File: config.mk
export PLATFORM = sky130hd
export DESIGN_NAME = fault_route_unit
export DESIGN_NICKNAME = d
export VERILOG_FILES = /design/src/rtl/fru_pkg.sv /design/src/rtl/fru_qualify.sv /design/src/rtl/fru_arbiter.sv /design/src/rtl/fru_status.sv /design/src/rtl/fault_route_unit.sv
export SDC_FILE = /design/constraint.sdc
export NUM_CORES = 1
export LEC_CHECK = 0
export BUFFER_PORTS_ARGS = -buffer_cell sky130_fd_sc_hd__buf_2
export CORE_MARGIN = 2
export CORE_UTILIZATION = 35
export CTS_CLUSTER_SIZE = 40
export DETAILED_ROUTE_END_ITERATION = 8
export PLACE_DENSITY = 0.71
export SETUP_SLACK_MARGIN = 0.5
export SLEW_MARGIN = 10
export SYNTH_ARGS = -nofsm -noshare
export SYNTH_HDL_FRONTEND = slang
export SYNTH_HIERARCHICAL = 1
export SYNTH_SLANG_ARGS = --single-unit
File: constraint.sdc
create_clock -name clk_i -period 9 [get_ports clk_i]
set_clock_uncertainty 0.15 [all_clocks]
set_input_delay 1.35 -clock clk_i [delete_from_list [all_inputs] [get_ports clk_i]]
set_output_delay 1.35 -clock clk_i [all_outputs]
set_load 0.02 [all_outputs]
File: src/rtl/fru_pkg.sv
package fru_pkg;
  localparam int NF   = 17;
  localparam int NCAT = 8;

  localparam int F_VEC     = 0;
  localparam int F_FORCED  = 1;
  localparam int F_MDATA   = 2;
  localparam int F_MINSTR  = 3;
  localparam int F_MSAVE   = 4;
  localparam int F_MREST   = 5;
  localparam int F_BFETCH  = 6;
  localparam int F_BPREC   = 7;
  localparam int F_BIMP    = 8;
  localparam int F_BSAVE   = 9;
  localparam int F_BREST   = 10;
  localparam int F_UNDEF   = 11;
  localparam int F_STATE   = 12;
  localparam int F_RET     = 13;
  localparam int F_UNALIGN = 14;
  localparam int F_DIV0    = 15;
  localparam int F_NOCP    = 16;

  localparam int C_RESET = 0;
  localparam int C_STACK = 1;
  localparam int C_HARD  = 2;
  localparam int C_MEM   = 3;
  localparam int C_BUS   = 4;
  localparam int C_NOCP  = 5;
  localparam int C_STATE = 6;
  localparam int C_CHECK = 7;

  typedef enum logic [1:0] {
    CLS_HARD = 2'd0,
    CLS_MEM  = 2'd1,
    CLS_BUS  = 2'd2,
    CLS_USE  = 2'd3
  } cls_e;

  localparam int NCLS = 4;

  function automatic logic [NF-1:0] bit_of(input int idx);
    logic [NF-1:0] v;
    v = '0;
    v[idx] = 1'b1;
    return v;
  endfunction

  localparam logic [NF-1:0] MASK_HARD = bit_of(F_VEC);
  localparam logic [NF-1:0] MASK_MEM  = bit_of(F_MDATA) | bit_of(F_MINSTR) |
                                        bit_of(F_MSAVE) | bit_of(F_MREST);
  localparam logic [NF-1:0] MASK_BUS  = bit_of(F_BFETCH) | bit_of(F_BPREC) |
                                        bit_of(F_BSAVE) | bit_of(F_BREST);
  localparam logic [NF-1:0] MASK_USE  = bit_of(F_UNDEF) | bit_of(F_STATE) |
                                        bit_of(F_RET) | bit_of(F_UNALIGN) |
                                        bit_of(F_DIV0) | bit_of(F_NOCP);

  function automatic logic [NF-1:0] class_mask(input int c);
    case (c)
      0:       return MASK_HARD;
      1:       return MASK_MEM;
      2:       return MASK_BUS;
      default: return MASK_USE;
    endcase
  endfunction

  // debug catch category that governs each cause bit
  function automatic int cat_of(input int idx);
    case (idx)
      F_VEC, F_MSAVE, F_MREST, F_BSAVE, F_BREST: return C_STACK;
      F_FORCED:                                  return C_HARD;
      F_MDATA, F_MINSTR:                         return C_MEM;
      F_BFETCH, F_BPREC, F_BIMP:                 return C_BUS;
      F_NOCP:                                    return C_NOCP;
      F_UNDEF, F_STATE, F_RET:                   return C_STATE;
      default:                                   return C_CHECK;
    endcase
  endfunction
endpackage

File: src/rtl/fru_qualify.sv
module fru_qualify
  import fru_pkg::*;
(
  input  logic [NF-1:0] cause_i,
  input  logic          ua_multi_i,
  input  logic          trap_unalign_i,
  input  logic          trap_div0_i,
  input  logic          ex_killed_i,
  output logic [NF-1:0] q_o
);
  always_comb begin
    q_o = cause_i;
    // escalation flag is produced internally only
    q_o[F_FORCED]  = 1'b0;
    // fetch errors count only for an instruction that really executes
    q_o[F_BFETCH]  = cause_i[F_BFETCH] & ~ex_killed_i;
    // multi-word misalignment always traps, single accesses on request
    q_o[F_UNALIGN] = ua_multi_i | (cause_i[F_UNALIGN] & trap_unalign_i);
    q_o[F_DIV0]    = cause_i[F_DIV0] & trap_div0_i;
  end
endmodule

File: src/rtl/fru_arbiter.sv
module fru_arbiter
  import fru_pkg::*;
#(
  parameter int PRIO_W = 3
) (
  input  logic [NF-1:0]     q_i,
  input  logic [2:0]        hnd_en_i,
  input  logic [PRIO_W-1:0] prio_mem_i,
  input  logic [PRIO_W-1:0] prio_bus_i,
  input  logic [PRIO_W-1:0] prio_use_i,
  input  logic [PRIO_W:0]   cur_prio_i,
  input  logic [NCAT-1:0]   catch_en_i,
  input  logic              slot_free_i,
  input  logic              imp_pend_i,
  output logic              take_o,
  output cls_e              take_cls_o,
  output logic              halt_o,
  output logic              forced_o,
  output logic              imp_issue_o
);
  localparam int EW = PRIO_W + 1;

  logic [NCLS-1:1][PRIO_W-1:0] cfg;
  logic [NF-1:0]               cat_hit;
  logic [NCLS-1:0]             present;
  logic [NCLS-1:0]             escal;
  logic [NCLS-1:0]             caught;
  logic [NCLS-1:0][EW-1:0]     eff;
  logic [NCLS-1:0][EW-1:0]     own_lvl;

  assign cfg = {prio_use_i, prio_bus_i, prio_mem_i};

  always_comb begin
    for (int i = 0; i < NF; i++) cat_hit[i] = catch_en_i[cat_of(i)];
  end

  // one candidate per handler class
  for (genvar g = 0; g < NCLS; g++) begin : g_cand
    assign present[g] = |(q_i & class_mask(g));
    if (g == 0) begin : g_hard
      assign own_lvl[g] = '0;
      assign escal[g]   = 1'b0;
    end else begin : g_cfg
      assign own_lvl[g] = EW'(cfg[g]) + EW'(1);
      assign escal[g]   = ~hnd_en_i[g-1] | (own_lvl[g] >= cur_prio_i);
    end
    assign eff[g]    = escal[g] ? '0 : own_lvl[g];
    assign caught[g] = (|(q_i & class_mask(g) & cat_hit)) |
                       (escal[g] & catch_en_i[C_HARD]);
  end

  logic          found;
  logic [1:0]    win;
  logic [EW-1:0] best;
  logic          imp_ok;

  always_comb begin
    found = 1'b0;
    win   = 2'd0;
    best  = '0;
    // scan from least to most preferred; <= keeps ties on the lower index
    for (int c = NCLS - 1; c >= 0; c--) begin
      if (present[c] && (!found || eff[c] <= best)) begin
        found = 1'b1;
        win   = 2'(c);
        best  = eff[c];
      end
    end
  end

  assign imp_ok = hnd_en_i[1] & (own_lvl[2] < cur_prio_i);

  always_comb begin
    take_o      = 1'b0;
    take_cls_o  = CLS_HARD;
    halt_o      = 1'b0;
    forced_o    = 1'b0;
    imp_issue_o = 1'b0;
    if (found) begin
      forced_o = escal[win];
      if (caught[win]) begin
        halt_o = 1'b1;
      end else if (slot_free_i) begin
        take_o     = 1'b1;
        take_cls_o = escal[win] ? CLS_HARD : cls_e'(win);
      end
    end else if (imp_pend_i && imp_ok) begin
      if (catch_en_i[C_BUS]) begin
        halt_o      = 1'b1;
        imp_issue_o = 1'b1;
      end else if (slot_free_i) begin
        take_o      = 1'b1;
        take_cls_o  = CLS_BUS;
        imp_issue_o = 1'b1;
      end
    end
  end
endmodule

File: src/rtl/fru_status.sv
module fru_status
  import fru_pkg::*;
(
  input  logic          clk_i,
  input  logic          rst_ni,
  input  logic [NF-1:0] set_i,
  input  logic [NF-1:0] clr_i,
  input  logic          imp_set_i,
  input  logic          imp_clr_i,
  output logic [NF-1:0] flags_o,
  output logic          imp_pend_o
);
  always_ff @(posedge clk_i) begin
    if (!rst_ni) begin
      flags_o    <= '0;
      imp_pend_o <= 1'b0;
    end else begin
      flags_o    <= (flags_o & ~clr_i) | set_i;
      imp_pend_o <= (imp_pend_o & ~imp_clr_i) | imp_set_i;
    end
  end
endmodule

File: src/rtl/fault_route_unit.sv
module fault_route_unit
  import fru_pkg::*;
#(
  parameter int PRIO_W = 3
) (
  input  logic                 clk_i,
  input  logic                 rst_ni,
  input  logic [NF-1:0]        cause_i,
  input  logic                 ua_multi_i,
  input  logic                 trap_unalign_i,
  input  logic                 trap_div0_i,
  input  logic                 ex_killed_i,
  input  logic [2:0]           hnd_en_i,
  input  logic [PRIO_W-1:0]    prio_mem_i,
  input  logic [PRIO_W-1:0]    prio_bus_i,
  input  logic [PRIO_W-1:0]    prio_use_i,
  input  logic [PRIO_W:0]      cur_prio_i,
  input  logic [NCAT-1:0]      catch_en_i,
  input  logic [NF-1:0]        flag_clr_i,
  output logic                 exc_valid_o,
  input  logic                 exc_ready_i,
  output logic [1:0]           exc_class_o,
  output logic                 dbg_halt_o,
  output logic [NF-1:0]        status_o,
  output logic                 imp_pend_o
);
  logic [NF-1:0] q;
  logic          take, halt, forced, imp_issue, slot_free, boot_q;
  cls_e          take_cls;
  logic [NF-1:0] set_vec;

  fru_qualify u_qual (
    .cause_i        (cause_i),
    .ua_multi_i     (ua_multi_i),
    .trap_unalign_i (trap_unalign_i),
    .trap_div0_i    (trap_div0_i),
    .ex_killed_i    (ex_killed_i),
    .q_o            (q)
  );

  assign slot_free = ~exc_valid_o | exc_ready_i;

  fru_arbiter #(.PRIO_W(PRIO_W)) u_arb (
    .q_i         (q),
    .hnd_en_i    (hnd_en_i),
    .prio_mem_i  (prio_mem_i),
    .prio_bus_i  (prio_bus_i),
    .prio_use_i  (prio_use_i),
    .cur_prio_i  (cur_prio_i),
    .catch_en_i  (catch_en_i),
    .slot_free_i (slot_free),
    .imp_pend_i  (imp_pend_o),
    .take_o      (take),
    .take_cls_o  (take_cls),
    .halt_o      (halt),
    .forced_o    (forced),
    .imp_issue_o (imp_issue)
  );

  always_comb begin
    set_vec           = q;
    set_vec[F_FORCED] = forced;
  end

  fru_status u_stat (
    .clk_i      (clk_i),
    .rst_ni     (rst_ni),
    .set_i      (set_vec),
    .clr_i      (flag_clr_i),
    .imp_set_i  (q[F_BIMP]),
    .imp_clr_i  (imp_issue),
    .flags_o    (status_o),
    .imp_pend_o (imp_pend_o)
  );

  always_ff @(posedge clk_i) begin
    if (!rst_ni) begin
      exc_valid_o <= 1'b0;
      exc_class_o <= CLS_HARD;
      dbg_halt_o  <= 1'b0;
      boot_q      <= 1'b1;
    end else begin
      boot_q     <= 1'b0;
      dbg_halt_o <= halt | (boot_q & catch_en_i[C_RESET]);
      if (take) begin
        exc_valid_o <= 1'b1;
        exc_class_o <= take_cls;
      end else if (exc_ready_i) begin
        exc_valid_o <= 1'b0;
      end
    end
  end
endmodule

; Word-level counts from Yosys, hierarchy flattened
; Cells that the tools add are included.
[totals]
inputBits = 65
output_inout_bits = 22
wordCells = 108
regBits = 23
[classes]
order_cmp = 8
n_addsub = 3
muxes = 41
bitwise_logic = 32
reduce_logical = 18
[op_table]
columns = op, n
row1 = $reduce_or A17 Y1, 4
row2 = $and A17 B17 Y17, 2
row3 = $mux W4, 6
row4 = $mux W1, 22
row5 = $mux W2, 11
row6 = $and A1 B17 Y17, 1
row7 = $and A11 B17 Y17, 1
row8 = $and A6 B17 Y17, 1
row9 = $not A17 Y17, 1
row10 = $or A17 B17 Y17, 1
row11 = $add A3 B1 Y4 const B, 3
row12 = $ge A4 B4 Y1, 3
row13 = $or A1 B1 Y1, 10
row14 = $and A1 B1 Y1, 9
row15 = $le A4 B4 Y1, 2
row16 = $reduce_or A4 Y1, 2
row17 = $not A1 Y1, 6
row18 = $reduce_or A6 Y1, 1
row19 = $bmux W1 S2, 2
row20 = $le A1 B4 Y1 const A, 1
row21 = $logic_and A1 B1 Y1, 4
row22 = $lt A4 B4 Y1, 1
row23 = $logic_not A1 Y1, 3
row24 = $logic_or A1 B1 Y1, 3
row25 = 2 further kinds, 2

; Depth between registers and ports, before layout
; Gate-level depths: netlist (run 1).
[depth]
depth_word = 23
mapped_depth = 24
mapped_depth_nobuf = 24

; Modules after synthesis
; The synthesis (run 1) kept the hierarchy.
[modules_own_cells]
columns = mod, area_per_inst_um2, instances, seq_area_each_um2, cells_per_inst
row1 = fru_arbiter, 998.5, 1, 0.0, 135
row2 = fru_status, 639.4, 1, 360.3, 56
row3 = fault_route_unit, 162.7, 1, 100.1, 15
row4 = fru_qualify, 128.9, 1, 0.0, 18

; Least setup slack after synthesis (run 1)
; Ideal clock, no wire load.
[synth_timing]
kind = input to register
from = input prio_use_i[0]
to = register exc_class_o[0]
path_slack_ns = 3.596
setup_ns = 0.115
arrival_time_ns = 5.139
t_required_ns = 8.735
path_buffers = 0
stages = 23
cell_sequence = ha_1 > xor2_1 > ha_1 > nor4b_1 > a32oi_1 > nor2_1 > nand2_1 > ha_1 > nor2b_1 > o211ai_1 > a21oi_1 > a21oi_2 > mux2_2 > ha_1 > inv_1 > a21oi_1 > o21ai_1 > nand3_1 > mux2i_1 > o32ai_4 > o21bai_1 > mux2i_1 > nor2_1
[synth_between]
word_cells_on_any_way = 36
cone_classes = add/sub (1) / order compare (4) / mux (20) / bitwise (3) / reduce/logical (8)
[synth_lines]
columns = item, line
row1 = start: declaration, fault_route_unit.sv:16  ; input logic [PRIO_W-1:0] prio_use_i,
row2 = $add A3 B1 Y4 (*), fru_arbiter.sv:44  ; assign own_lvl[g] = EW'(cfg[g]) + EW'(1);
row3 = $ge A4 B4 Y1, fru_arbiter.sv:45  ; assign escal[g] = ~hnd_en_i[g-1] | (own_lvl[g] >= cur_prio_i);
row4 = $or A1 B1 Y1, fru_arbiter.sv:45
row5 = $mux W4, fru_arbiter.sv:47  ; assign eff[g] = escal[g] ? '0 : own_lvl[g];
row6 = $mux W4, fru_arbiter.sv:63  ; if (present[c] && (!found || eff[c] <= best)) begin
row7 = $le A4 B4 Y1, fru_arbiter.sv:63
row8 = $logic_or A1 B1 Y1, fru_arbiter.sv:63
row9 = $logic_and A1 B1 Y1, fru_arbiter.sv:63
row10 = [... 6 more ...], n/a
row11 = $logic_or A1 B1 Y1, fru_arbiter.sv:63
row12 = $logic_and A1 B1 Y1, fru_arbiter.sv:63
row13 = $mux W2, fru_arbiter.sv:63
row14 = $bmux W1 S2, fru_arbiter.sv:81  ; if (caught[win]) begin
row15 = $mux W1 (implied by the code), fru_arbiter.sv:81
row16 = $mux W1, fru_arbiter.sv:81
row17 = $mux W1 (*), fru_arbiter.sv:79  ; if (found) begin
row18 = named net take, fault_route_unit.sv:28  ; logic take, halt, forced, imp_issue, slot_free, boot_q;
row19 = end signal: assignment, fault_route_unit.sv:87  ; exc_class_o <= take_cls;
row20 = end: declaration, fault_route_unit.sv:22  ; output logic [1:0] exc_class_o,
; Mark *: on every way through the listed nets, which the timed path passes. The rest lies on a longest branch. The select of a mux whose other input is x is not followed.
; A chain may end at the register's enable or synchronous reset.

; Final worst setup path (run 1)
; Ends and elaborated chain as after synthesis.

==> results of run 1 <==
==> critical path, stage by stage <==
cell and delay [ps]:
buf_2 120, ha_1 210, xor2_1 160, ha_1 200, nor4b_1 270, a32oi_1 180
nor2_1 200, nand2_1 100, ha_1 290, nor2b_1 130, o211ai_1 150, a21oi_1 130
a21oi_2 300, mux2_2 390, ha_1 180, inv_1 50, a21oi_1 50, o21ai_1 160
nand3_1 130, mux2i_1 240, o32ai_4 130, o21bai_1 320, mux2i_1 220, nor2_1 50
==> per-stage QoR <==
stage	worst slack, ps	instances
after CTS	3340	364
after detailed placement	3050	360
after global routing	2900	364
final	3330	364
after floorplan	3600	222
after global placement	3120	360
==> final cells by class <==
| class | count | area [um2] | share of cell area [%] |
|---|---|---|---|
| Sequential cell | 23 | 460 | 19.6 |
| Clock buffer | 3 | 41.3 | 1.76 |
| Inverter | 10 | 37.5 | 1.60 |
| Clock inverter | 1 | 7.51 | 0.320 |
| Tap cell | 70 | 87.6 | 3.74 |
| Timing Repair Buffer | 85 | 425 | 18.2 |
| Multi-Input combinational cell | 172 | 1280 | 54.8 |
==> flip-flops by register name (all words and copies together), names as in the netlist <==
register / cells
exc_valid_o: 1
u_stat/flags_o: 17
dbg_halt_o: 1
u_stat/imp_pend_o: 1
boot_q: 1
exc_class_o: 2
==> per-layer routing <==
metal | up-vias | part of all wire, % | GRT usage, %
li1 | 923 | - | -
met1 | 806 | 44 | 18.0
met2 | 52 | 49 | 27.0
met4 | 0 | 0.60 | 2.63
met3 | 5 | 6.5 | 3.68
met5 | - | 0 | 0
==> where the power goes <==
group / switching [mW] / internal [mW]
combinational: 0.0801 / 0.0693
sequential: 0.00390 / 0.111
clock: 0.0342 / 0.0313
==> worst max path at each step <==
stage	from	endpoint	slack (ps)	cells past startpoint
finish	prio_use_i[0]	exc_class_o[0]$_SDFFE_PN0P_	3330	24
floorplan	prio_use_i[0]	exc_class_o[0]$_SDFFE_PN0P_	3600	23
detailed placement	prio_use_i[0]	exc_class_o[0]$_SDFFE_PN0P_	3050	24
global route	prio_use_i[0]	exc_class_o[0]$_SDFFE_PN0P_	2900	24
CTS	prio_use_i[0]	exc_class_o[0]$_SDFFE_PN0P_	3340	24
global placement	prio_use_i[0]	exc_class_o[0]$_SDFFE_PN0P_	3120	24
==> flow_summary_export.csv, run 1 <==
group,metric,value,unit
synthesis,syn_nets,310,
die,core-area,5200,um2
die,start_util,36.9,%
clock_tree,holdBufCountCts,0,
routing,viasPerCell,4.91,
power,power_per_cell_area,141,nW/um2
global_routing,grt_max_degree,20,
die,rows,26,
sta,rsz0062_at_grt,"false",
synthesis,syn_inst,222,
global_routing,grt_pass1_wl,7.53,mm
global_routing,grt_pass1_vias,1764,
sta,period_share,63.0,%
routing,vias,1786,
routing,drtIter0Drc,36,
finish,fin_nets,383,
critical_path,crit_path_max_fanout,7,
power,power.total,329,uW
clock_tree,numCtsBuffers,3,
critical_path,path_class,"primary input to flip-flop",
hold_path,hold_end,"dbg_halt_o$_SDFF_PN0_",
hold_path,hp-class,"flip-flop to flip-flop",
routing,drtPass1Iterations,4,
clock_tree,post-cts-setup-buffers,0,
clock_tree,cts.sinks,23,
sta,final_hold_viol_count,0,
synthesis,yosysWarnings,6,
sta,worst_pin_slew,538,ps
power,ir_worst_vdd,72.0,uV
hold_path,worstHoldStart,"boot_q$_DFF_P_",
routing,wirelength,4.33,mm
critical_path,arrival,5690,ps
place,dp_hpwl,3.74,mm
sta,finalMaxSlewViolations,0,
finish,fillerInstances,561,
finish,n_antenna_cell,0,
status,status,"completed",
clock_tree,cts_htree_levels,1,
place,dpl_cell_area,2290,um2
synthesis,syn_area,1920,um2
clock_tree,root_buffer,"clkbuf_8",
routing,avgRoutedWirePerCell,11.9,um
critical_path,regToRegSetupSlack,7470,ps
sta,tns,0,ps
hold_path,whs_path_depth,2,
power,p_leak,1.17,nW
clock_tree,cts_tree,"done",
critical_path,crit_path_end_kind,"flip-flop",
critical_path,rr_worst_depth,5,
place,place.gp.congestion,0.752,
critical_path,r2r_end,"exc_class_o[0]$_SDFFE_PN0P_",
clock_tree,cts_max_path_buffers,2,
place,port_buffers,85,
sta,whs,317,ps
global_routing,grt_usage,14.9,%
sta,max_freq,176,MHz
die,fp.dieW,78.0,um
global_routing,grt_overflow,0,
finish,layout-drive-gt1-share,34.4,%
finish,layout_commonest_cell,"buf_2",
finish,area_growth,22.2,%
routing,route.detailed.drc,0,
finish,fin_util,45.0,%
die,die_h,78.0,um
clock_tree,ctsResizeCount,0,
clock_tree,insertion_delay,270,ps
die,ios,87,
critical_path,cp.required,9020,ps
sta,finalCriticalPeriod,5670,ps
finish,layout_common_cells,"buf_2, nor2b_1, dfxtp_1, ha_1, o21a_1",
finish,design_area,2340,um2
clock_tree,clkSlewWorstSetupHoldPaths,90,ps
critical_path,r2r-start,"u_stat/imp_pend_o$_SDFF_PN0_",
global_routing,antenna_found_initial,0,
critical_path,critPathLaunchType,"primary input",
synthesis,postSynthAreaPerCell,8.64,um2
sta,setup_viol,0,
die,die_area,6090,um2
sta,slew_headroom,63.8,%
job,max_cap_violations,0,
routing,ant_nets,0,
Note: power is estimated with default switching activity, not from simulation.
==> inputs of run 2 (changes only) <==
==> constraint.sdc (replaced) <==
create_clock -name clk_i -period 5.51 [get_ports clk_i]
set_clock_uncertainty 0.15 [all_clocks]
set_input_delay 0.8265 -clock clk_i [delete_from_list [all_inputs] [get_ports clk_i]]
set_output_delay 0.8265 -clock clk_i [all_outputs]
set_load 0.02 [all_outputs]
==> run 2 against run 1 <==
  * Global-route usage decreased by 0.32 points
  * Die area unchanged
  * Utilization is 4.6 points higher
  * Clock power rose by 63%
==> flow_summary_export.csv, run 2 (synthesis gave the netlist of run 1 again) <==
group,metric,value,unit
routing,wirelength,4.82,mm
routing,avgRoutedWirePerCell,12.9,um
power,power.total,597,uW
finish,fin_nets,392,
finish,fillerInstances,503,
routing,route.detailed.drc,0,
global_routing,grt_pass1_wl,7.33,mm
finish,n_antenna_cell,0,
routing,drtPass1Iterations,4,
place,place.gp.congestion,0.787,
critical_path,path_class,"primary input to flip-flop",
die,start_util,36.9,%
sta,final_hold_viol_count,0,
critical_path,arrival,4870,ps
die,die_area,6090,um2
clock_tree,cts_max_path_buffers,2,
sta,worst_pin_slew,530,ps
finish,layout_commonest_cell,"buf_2",
critical_path,critPathLaunchType,"primary input",
routing,vias,1879,
clock_tree,cts.sinks,23,
power,power_per_cell_area,231,nW/um2
critical_path,slowest_stage,"mux2_4",
sta,max_freq,206,MHz
routing,viasPerCell,5.04,
finish,layout-drive-gt1-share,43.9,%
routing,ant_nets,0,
critical_path,worst_path_largest_cell_delay,350,ps
clock_tree,holdBufCountCts,0,
global_routing,grt_max_degree,20,
global_routing,grt_usage,14.6,%
sta,finalCriticalPeriod,4860,ps
finish,largest_register_ffs,17,
global_routing,grt_pass1_vias,1689,
place,dp_hpwl,3.73,mm
clock_tree,cts_tree,"done",
sta,rsz0062_at_grt,"false",
die,rows,26,
job,max_cap_violations,0,
critical_path,crit_path_end_kind,"flip-flop",
sta,finalMaxSlewViolations,0,
clock_tree,root_buffer,"clkbuf_8",
die,die_h,78.0,um
clock_tree,numCtsBuffers,3,
die,core-area,5200,um2
die,fp.dieW,78.0,um
sta,setup_viol,0,
finish,top_register,"u_stat/flags_o",
finish,area_growth,34.8,%
global_routing,antenna_found_initial,0,
hold_path,hp-class,"flip-flop to flip-flop",
sta,tns,0,ps
clock_tree,clkSlewWorstSetupHoldPaths,90,ps
clock_tree,cts_htree_levels,1,
power,ir_worst_vdd,120,uV
die,ios,87,
sta,slew_headroom,64.3,%
routing,drtIter0Drc,65,
global_routing,grt_overflow,0,
critical_path,cp.required,5520,ps
finish,reg_top3,"u_stat/flags_o (17), exc_class_o (2)",
power,p_leak,1.24,nW
place,port_buffers,85,
status,status,"completed",
clock_tree,insertion_delay,260,ps
finish,layout_common_cells,"buf_2, dfxtp_1, nor2b_1",
critical_path,regToRegSetupSlack,4060,ps
critical_path,crit_path_max_fanout,4,
sta,period_share,88.2,%
-- run 2: final timing paths --
check / start / endpoint / depth (start not counted)
worst max-delay path: prio_use_i[0] / dbg_halt_o$_SDFF_PN0_ / 25
worst min register to register: boot_q$_DFF_P_ / dbg_halt_o$_SDFF_PN0_ / 2
worst max register to register: u_stat/imp_pend_o$_SDFF_PN0_ / exc_class_o[0]$_SDFFE_PN0P_ / 5
worst min-delay path: boot_q$_DFF_P_ / dbg_halt_o$_SDFF_PN0_ / 2
-- run 2: cell type report --
type / count / area [um2] / area share [%]
multi-input combinational: 172 / 1440 / 55.8
timing repair buffer: 94 / 509 / 19.7
sequential: 23 / 460 / 17.8
tap: 70 / 87.6 / 3.39
clock buffer: 3 / 41.3 / 1.60
inverter: 10 / 37.5 / 1.45
clock inverter: 1 / 7.51 / 0.290
-- run 2: critical path: cells and delay by family --
kind / cells / cell delay [ps]
XOR/XNOR: 1 / 170
AND/OR/NAND/NOR: 5 / 550
buffers and inverters: 3 / 310
adder cells (fa/ha/maj): 4 / 880
multiplexers: 2 / 560
AO/OA/AOI/OAI: 10 / 1560
-- run 2: timing repair --
item | CTS | global route
setup buffers | 2 | 6
endpoints found under the setup margin | 4 | 5
resized for setup | 1 | 34
cloned | 0 | 0
pin swaps | 4 | 22
-- run 2: metal layers --
metal	routed length (um)	track usage [%]
met5	0	0
met4	46	1.58
met1	2030	18.2
met3	267	3.10
met2	2470	26.6
-- run 2: metrics by stage --
step	hold slack (ps)	util (%)	cell area (um2)	worst slack, ps	instances
3_3_place_gp	303	44.2	2300	141	361
5_1_grt	362	49.7	2580	417	373
6_report	322	49.7	2580	652	373
3_5_place_dp	306	44.2	2300	-19.6	361
4_1_cts	328	45.5	2370	526	367
2_1_floorplan	283	-	1920	629	222
-- run 2: report_power, final --
group          total [mW]  switching (mW)  leakage [nW]  internal, mW
combinational       0.303           0.157          1.03         0.146
clock               0.107          0.0557        0.0217        0.0511
sequential          0.187         0.00661         0.192         0.181
total               0.597           0.219          1.24         0.378
